`config.mk`:
```
export PLATFORM = sky130hd
export DESIGN_NAME = peak_rank_store
export DESIGN_NICKNAME = d
export VERILOG_FILES = /design/src/rtl/zcps_pkg.sv /design/src/rtl/zcps_xdet.sv /design/src/rtl/zcps_rank.sv /design/src/rtl/zcps_emit.sv /design/src/rtl/peak_rank_store.sv
export SDC_FILE = /design/constraint.sdc
export NUM_CORES = 1
export LEC_CHECK = 0
export ABC_AREA = 1
export ABC_CLOCK_PERIOD_IN_PS = 3400
export BUFFER_PORTS_ARGS = -buffer_cell sky130_fd_sc_hd__clkbuf_2
export CORE_UTILIZATION = 40
export CTS_BUF_LIST = sky130_fd_sc_hd__clkbuf_4
export DETAILED_ROUTE_END_ITERATION = 10
export PLACE_DENSITY = 0.59
export REMOVE_ABC_BUFFERS = 1
export SLEW_MARGIN = 0
export SYNTH_ARGS = -nofsm -noshare
export SYNTH_HDL_FRONTEND = slang
export SYNTH_SLANG_ARGS = --single-unit
```
`constraint.sdc`:
```
create_clock -name clk -period 3.4 [get_ports clk]
set_input_delay 0.85 -clock clk [delete_from_list [all_inputs] [get_ports clk]]
set_output_delay 0.85 -clock clk [all_outputs]
set_load 0.01 [all_outputs]
```
`src/rtl/zcps_pkg.sv`:
```
package zcps_pkg;
  // Sign tracker state: ARMED means the latest nonzero sample was positive.
  typedef enum logic {
    TRK_IDLE  = 1'b0,
    TRK_ARMED = 1'b1
  } trk_state_e;
endpackage

```
`src/rtl/zcps_xdet.sv`:
```
module zcps_xdet
  import zcps_pkg::*;
#(
  parameter int COL_W  = 10,
  parameter int SAMP_W = 16
) (
  input  logic                     clk,
  input  logic                     rst_n,
  input  logic                     in_valid,
  input  logic [COL_W-1:0]         in_col,
  input  logic signed [SAMP_W-1:0] in_sample,
  input  logic                     region_done,
  output logic                     hit,
  output logic [COL_W-1:0]         hit_col,
  output logic [COL_W-1:0]         hit_mag
);

  trk_state_e       state_q, state_d;
  logic [COL_W-1:0] anchor_q, anchor_d;
  logic             is_pos, is_neg, upd_en;

  assign is_pos = in_valid && (in_sample > 0);
  assign is_neg = in_valid && (in_sample < 0);

  // Crossing decision is combinational; the table registers it.
  assign hit     = is_neg && (state_q == TRK_ARMED);
  assign hit_col = anchor_q;
  assign hit_mag = in_col - anchor_q;

  always_comb begin
    state_d  = state_q;
    anchor_d = anchor_q;
    if (is_pos) begin
      state_d  = TRK_ARMED;
      anchor_d = in_col;
    end else if (is_neg) begin
      state_d  = TRK_IDLE;
    end
    if (region_done) begin
      state_d  = TRK_IDLE;
      anchor_d = '0;
    end
  end

  assign upd_en = in_valid || region_done;

  always_ff @(posedge clk or negedge rst_n) begin
    if (!rst_n) begin
      state_q  <= TRK_IDLE;
      anchor_q <= '0;
    end else if (upd_en) begin
      state_q  <= state_d;
      anchor_q <= anchor_d;
    end
  end

endmodule

```
`src/rtl/zcps_rank.sv`:
```
module zcps_rank #(
  parameter int N_SLOTS = 7,
  parameter int COL_W   = 10
) (
  input  logic                          clk,
  input  logic                          rst_n,
  input  logic                          ins,
  input  logic [COL_W-1:0]              ins_col,
  input  logic [COL_W-1:0]              ins_mag,
  input  logic                          clear,
  output logic [N_SLOTS-1:0]            mrg_ok,
  output logic [N_SLOTS-1:0][COL_W-1:0] mrg_col,
  output logic [N_SLOTS-1:0][COL_W-1:0] mrg_mag
);

  logic [N_SLOTS-1:0]            ok_q, ok_d;
  logic [N_SLOTS-1:0][COL_W-1:0] col_q, col_d;
  logic [N_SLOTS-1:0][COL_W-1:0] mag_q, mag_d;
  logic [N_SLOTS-1:0]            beats;
  logic                          tbl_en;

  // beats is a thermometer (0..0 1..1) because the table stays sorted.
  // Strict compare: equal magnitudes stay behind the earlier arrival.
  genvar gi;
  generate
    for (gi = 0; gi < N_SLOTS; gi++) begin : g_slot
      assign beats[gi] = ins && (!ok_q[gi] || (ins_mag > mag_q[gi]));
      if (gi == 0) begin : g_head
        always_comb begin
          if (beats[gi]) begin
            mrg_ok[gi]  = 1'b1;
            mrg_col[gi] = ins_col;
            mrg_mag[gi] = ins_mag;
          end else begin
            mrg_ok[gi]  = ok_q[gi];
            mrg_col[gi] = col_q[gi];
            mrg_mag[gi] = mag_q[gi];
          end
        end
      end else begin : g_body
        always_comb begin
          if (beats[gi] && !beats[gi-1]) begin
            mrg_ok[gi]  = 1'b1;
            mrg_col[gi] = ins_col;
            mrg_mag[gi] = ins_mag;
          end else if (beats[gi]) begin
            mrg_ok[gi]  = ok_q[gi-1];
            mrg_col[gi] = col_q[gi-1];
            mrg_mag[gi] = mag_q[gi-1];
          end else begin
            mrg_ok[gi]  = ok_q[gi];
            mrg_col[gi] = col_q[gi];
            mrg_mag[gi] = mag_q[gi];
          end
        end
      end
    end
  endgenerate

  always_comb begin
    if (clear) begin
      ok_d  = '0;
      col_d = '0;
      mag_d = '0;
    end else begin
      ok_d  = mrg_ok;
      col_d = mrg_col;
      mag_d = mrg_mag;
    end
  end

  assign tbl_en = ins || clear;

  always_ff @(posedge clk or negedge rst_n) begin
    if (!rst_n) begin
      ok_q  <= '0;
      col_q <= '0;
      mag_q <= '0;
    end else if (tbl_en) begin
      ok_q  <= ok_d;
      col_q <= col_d;
      mag_q <= mag_d;
    end
  end

endmodule

```
`src/rtl/zcps_emit.sv`:
```
module zcps_emit #(
  parameter int N_SLOTS = 7,
  parameter int COL_W   = 10
) (
  input  logic                          clk,
  input  logic                          rst_n,
  input  logic                          load,
  input  logic [N_SLOTS-1:0]            ld_ok,
  input  logic [N_SLOTS-1:0][COL_W-1:0] ld_col,
  input  logic [N_SLOTS-1:0][COL_W-1:0] ld_mag,
  output logic                          out_valid,
  output logic                          out_ok,
  output logic [COL_W-1:0]              out_col,
  output logic [COL_W-1:0]              out_mag,
  output logic                          out_last
);

  localparam int IDX_W = (N_SLOTS > 1) ? $clog2(N_SLOTS) : 1;
  localparam logic [IDX_W-1:0] IDX_END = IDX_W'(N_SLOTS - 1);

  logic [N_SLOTS-1:0]            snap_ok_q;
  logic [N_SLOTS-1:0][COL_W-1:0] snap_col_q;
  logic [N_SLOTS-1:0][COL_W-1:0] snap_mag_q;
  logic                          busy_q, busy_d;
  logic [IDX_W-1:0]              idx_q, idx_d;
  logic                          at_end;

  assign at_end = (idx_q == IDX_END);

  always_comb begin
    busy_d = busy_q;
    idx_d  = idx_q;
    if (load) begin
      busy_d = 1'b1;
      idx_d  = '0;
    end else if (busy_q) begin
      if (at_end) begin
        busy_d = 1'b0;
        idx_d  = '0;
      end else begin
        idx_d  = idx_q + 1'b1;
      end
    end
  end

  always_ff @(posedge clk or negedge rst_n) begin
    if (!rst_n) begin
      busy_q <= 1'b0;
      idx_q  <= '0;
    end else begin
      busy_q <= busy_d;
      idx_q  <= idx_d;
    end
  end

  always_ff @(posedge clk or negedge rst_n) begin
    if (!rst_n) begin
      snap_ok_q  <= '0;
      snap_col_q <= '0;
      snap_mag_q <= '0;
    end else if (load) begin
      snap_ok_q  <= ld_ok;
      snap_col_q <= ld_col;
      snap_mag_q <= ld_mag;
    end
  end

  always_comb begin
    out_valid = busy_q;
    out_last  = busy_q && at_end;
    if (busy_q) begin
      out_ok  = snap_ok_q[idx_q];
      out_col = snap_col_q[idx_q];
      out_mag = snap_mag_q[idx_q];
    end else begin
      out_ok  = 1'b0;
      out_col = '0;
      out_mag = '0;
    end
  end

endmodule

```
`src/rtl/peak_rank_store.sv`:
```
module peak_rank_store #(
  parameter int N_SLOTS = 7,
  parameter int COL_W   = 10,
  parameter int SAMP_W  = 16
) (
  input  logic                     clk,
  input  logic                     rst_n,
  input  logic                     in_valid,
  input  logic [COL_W-1:0]         in_col,
  input  logic signed [SAMP_W-1:0] in_sample,
  input  logic                     region_done,
  output logic                     out_valid,
  output logic                     out_ok,
  output logic [COL_W-1:0]         out_col,
  output logic [COL_W-1:0]         out_mag,
  output logic                     out_last
);

  logic                          hit;
  logic [COL_W-1:0]              hit_col, hit_mag;
  logic [N_SLOTS-1:0]            mrg_ok;
  logic [N_SLOTS-1:0][COL_W-1:0] mrg_col, mrg_mag;

  zcps_xdet #(.COL_W(COL_W), .SAMP_W(SAMP_W)) u_xdet (
    .clk        (clk),
    .rst_n      (rst_n),
    .in_valid   (in_valid),
    .in_col     (in_col),
    .in_sample  (in_sample),
    .region_done(region_done),
    .hit        (hit),
    .hit_col    (hit_col),
    .hit_mag    (hit_mag)
  );

  zcps_rank #(.N_SLOTS(N_SLOTS), .COL_W(COL_W)) u_rank (
    .clk    (clk),
    .rst_n  (rst_n),
    .ins    (hit),
    .ins_col(hit_col),
    .ins_mag(hit_mag),
    .clear  (region_done),
    .mrg_ok (mrg_ok),
    .mrg_col(mrg_col),
    .mrg_mag(mrg_mag)
  );

  // Snapshot takes the merged view so a same-edge crossing is included.
  zcps_emit #(.N_SLOTS(N_SLOTS), .COL_W(COL_W)) u_emit (
    .clk      (clk),
    .rst_n    (rst_n),
    .load     (region_done),
    .ld_ok    (mrg_ok),
    .ld_col   (mrg_col),
    .ld_mag   (mrg_mag),
    .out_valid(out_valid),
    .out_ok   (out_ok),
    .out_col  (out_col),
    .out_mag  (out_mag),
    .out_last (out_last)
  );

endmodule

```
==> summary.md <==
| Metric | Value |
|---|---|
| Status | `completed` |
| Port bufs | `52` |
| RR Startpoint | `u_xdet.hit_col[4]` |
| Placer Congestion | `0.843` |
| Maximum clock frequency | `295 MHz` |
| Clock Skew | `39.9 ps` |
| FF-to-FF End | `u_emit.snap_mag_q[56]` |
| CTS tree | `built` |
| Clk network pwr share | `37.6%` |
| Worst hold path class | `input pin to flop` |
| Final Cycle Share | `99.7%` |
| Detail Route Antenna Nets | `0` |
| Worst-margin pin slew | `800 ps` |
| Final slew viol count | `0` |
| Placed standard-cell area | `19700 um2` |
| Worst setup path end | `out_col[4]` |
| DPL Wire Length | `36700 um` |
| # DRC | `0` |
| DR vias/cell | `5.21` |
| Gr usage total | `25.2%` |
| H-tree levels | `3` |
| Most used cell, CP | `nor2_4` |
| Total chip power | `9.39 mW` |
| First-pass GRT wire length | `89200 um` |
| Crit. End Element | `output pin` |
| Leading cell type in the layout, fill and taps excluded | `nand2_1` |
| Min Tclk post-route | `3390 ps` |
| Pint | `6.44 mW` |
| Reported net switching power | `2.96 mW` |
| P&R area growth vs syn | `24.8%` |
| WL per Instance | `17.6 um` |
| CP required | `2550 ps` |
| Hold Fails Final Rpt | `0` |
| WL final | `58100 um` |
| Sequential share of power | `40.7%` |
| Drt pass-1 iters | `5` |
| Slowest cell on crit path | `dfrtp_2` |
| WHS | `304 ps` |
| Share of layout cells above drive strength 1 | `19.6%` |
| Mapped Cells | `2468` |
| Comb pwr share | `21.7%` |
| Vias in the first global route | `16.7k` |
| Initial Util | `41.0%` |
| Arrival time at the worst endpoint | `2540 ps` |
| Crit-path cells | `buf_12, nor2_4, inv_2, nor2_4, buf_8, nand2_2, o21ai_1, a21oi_1, nor2_1, buf_2` |
| Warnings from Yosys | `0` |
| Cell area after synthesis | `17800 um2` |
| Core Region | `43500 um2` |
| Reg2Reg Depth | `22` |
| Overflow after GRT | `0` |
| CP Launch Type | `flop` |
| Slew Limit Headroom | `46.6%` |
| Pwr/cell area | `423 nW/um2` |
| # setup viols final | `0` |
| First DRT Iteration DRCs | `1287` |
| Row Count | `76` |
| Critical Path Start | `u_emit.idx_q[0]` |
| FF-to-FF setup slack | `130 ps` |
| Maximum vdd drop | `0.206 mV` |
| Final net count | `2761` |
| Die W | `213 um` |
| Largest net degree at the start of global routing | `92` |
| Clock Tree Root | `clkbuf_4` |
| Clock Latency Late Sink | `810 ps` |
| Post-synth top area cell | `dfrtp_1` |
| Clock net sink count | `309` |
| Synth Area per Inst | `7.22 um2` |
| Die height | `213 um` |
| Yosys top cell area share | `43.4%` |
| Number of placed I/O pins | `53` |
| Clock-pin slew on the worst setup and hold paths | `70 ps` |
| DR vias | `17.2k` |
| Most frequent cells in the layout | `nand2_1, dfrtp_1, inv_1` |
| Pleak | `11.2 nW` |
| Clk buf depth | `3` |
| Max-Cap Viols | `0` |
| Slowest stage delay, CP | `460 ps` |
| Register bit count reported by yosys | `309` |
| RSZ-0062 raised after global routing | `true` |
| Synth area leaders | `dfrtp_1, nand2_1, ha_1, nand3_1, inv_1` |
| Fin area | `22200 um2` |
| Die ar. | `45400 um2` |
| Worst-path maximum fanout | `7` |
| Register area share after synthesis | `43.4%` |
| Crit Path Category | `flop to output pin` |
| Switch share | `31.5%` |
| Netlist cell types | `38` |
| CTS Buf Count | `84` |
| Initial antenna violation count | `1` |
-- final cells by class --
class                   instances  area (um2)
diodes                          1        2.50
clock inverters                16         114
multi-input cells            1806        9350
flip-flops and latches        309        7730
repair buffers                245        2510
well taps                     585         732
fillers                      4323       21200
inverters                     205         807
clock buffers                 129         968
-- worst min path at each step --
stage,start,endpoint,slack (ps),depth (start not counted)
CTS,in_valid,u_xdet.state_q,230,2
floorplan,u_emit.snap_col_q[40],u_emit.snap_col_q[40],440,2
global route,in_valid,u_xdet.state_q,290,2
finish,in_valid,u_xdet.state_q,300,2
detailed placement,u_emit.snap_col_q[46],u_emit.snap_col_q[46],460,2
global placement,u_emit.snap_mag_q[10],u_emit.snap_mag_q[10],460,2
-- flip-flops by register name (all words and copies together), names as in the netlist --
name               flops
u_rank.col_q          70
u_emit.out_valid       1
u_xdet.state_q         1
u_xdet.hit_col        10
u_rank.mag_q          70
u_emit.idx_q           3
u_emit.snap_ok_q       7
u_emit.snap_mag_q     70
u_emit.snap_col_q     70
u_rank.ok_q            7
-- metal layers --
metal  GRT usage, %  wire, um  part of all wire [%]
met5              0         0                     0
met1           34.1     26100                    45
met3           4.34      3150                   5.4
met4           10.1      1820                   3.1
met2           39.9     27000                    46
-- through the flow --
stage / worst slack, ps / util, % / cells / TNS, ps
global placement: -832 / 45.3 / 3106 / -203190
global route: -82.2 / 51.1 / 3296 / -1990
detailed placement: -849 / 45.3 / 3106 / -212730
floorplan: -2080 / - / 2320 / -481020
CTS: -27.2 / 48.8 / 3266 / -189
finish: 11.3 / 51.1 / 3296 / 0
-- repair_timing --
action,in CTS,in global routing
setup endpoints to repair,302,313
hold buffers,1,0
gates resized for setup,77,193
gates cloned,3,14
hold endpoints to repair,45,0
pin swaps,8,36
buffers inserted,11,17
-- worst max-delay path, delay by kind of cell, from the launching register on --
family,cells,cell delay [ps]
buffers and inverters,4,600
AND/OR/NAND/NOR,4,570
flip-flops,1,460
AO/OA/AOI/OAI,2,120
-- power by group through the flow --
stage / Clock, mW / Sequential [mW] / Combinational [mW]
3_5_place_dp: 0 / 3.88 / 1.70
4_1_cts: 3.61 / 3.82 / 1.80
5_1_grt: 3.80 / 3.83 / 2.24
3_3_place_gp: 0 / 3.88 / 1.67
2_1_floorplan: 0 / 3.88 / 0.821
6_report: 3.54 / 3.82 / 2.04
-- Yosys cell counts (all sizes together) --
| library cell | instances |
|---|---|
| clkinv | 2 |
| a22oi | 12 |
| nor3 | 2 |
| or2 | 1 |
| a21boi | 1 |
| a21oi | 63 |
| xor2 | 4 |
| xnor2 | 1 |
| a221oi | 3 |
| a31oi | 7 |
| buf | 63 |
| nand2 | 894 |
| a21o | 5 |
| nor4 | 3 |
| o32ai | 1 |
| inv | 203 |
| o22ai | 2 |
| nand3b | 9 |
| fa | 1 |
| dfrtp | 309 |
| nand4 | 87 |
| o21a | 6 |
| ha | 79 |
| nor2 | 200 |
| a41oi | 7 |
| nand3 | 195 |
| and2 | 78 |
| o21bai | 3 |
| o21ai | 142 |
| clkbuf | 85 |
-- cells by family (layout without fill, tap and decap cells) --
logic type | Yosys count | after routing | synth area share, %
adder cells (fa/ha/maj) | 80 | 80 | 5.66
other | 0 | 1 | 0
buffers and inverters | 353 | 595 | 7.86
AND/OR/NAND/NOR | 1469 | 1469 | 35.0
AO/OA/AOI/OAI | 252 | 252 | 7.78
XOR/XNOR | 5 | 5 | 0.246
flip-flops | 309 | 309 | 43.4
No activity file was read; power rests on OpenSTA's default activity.
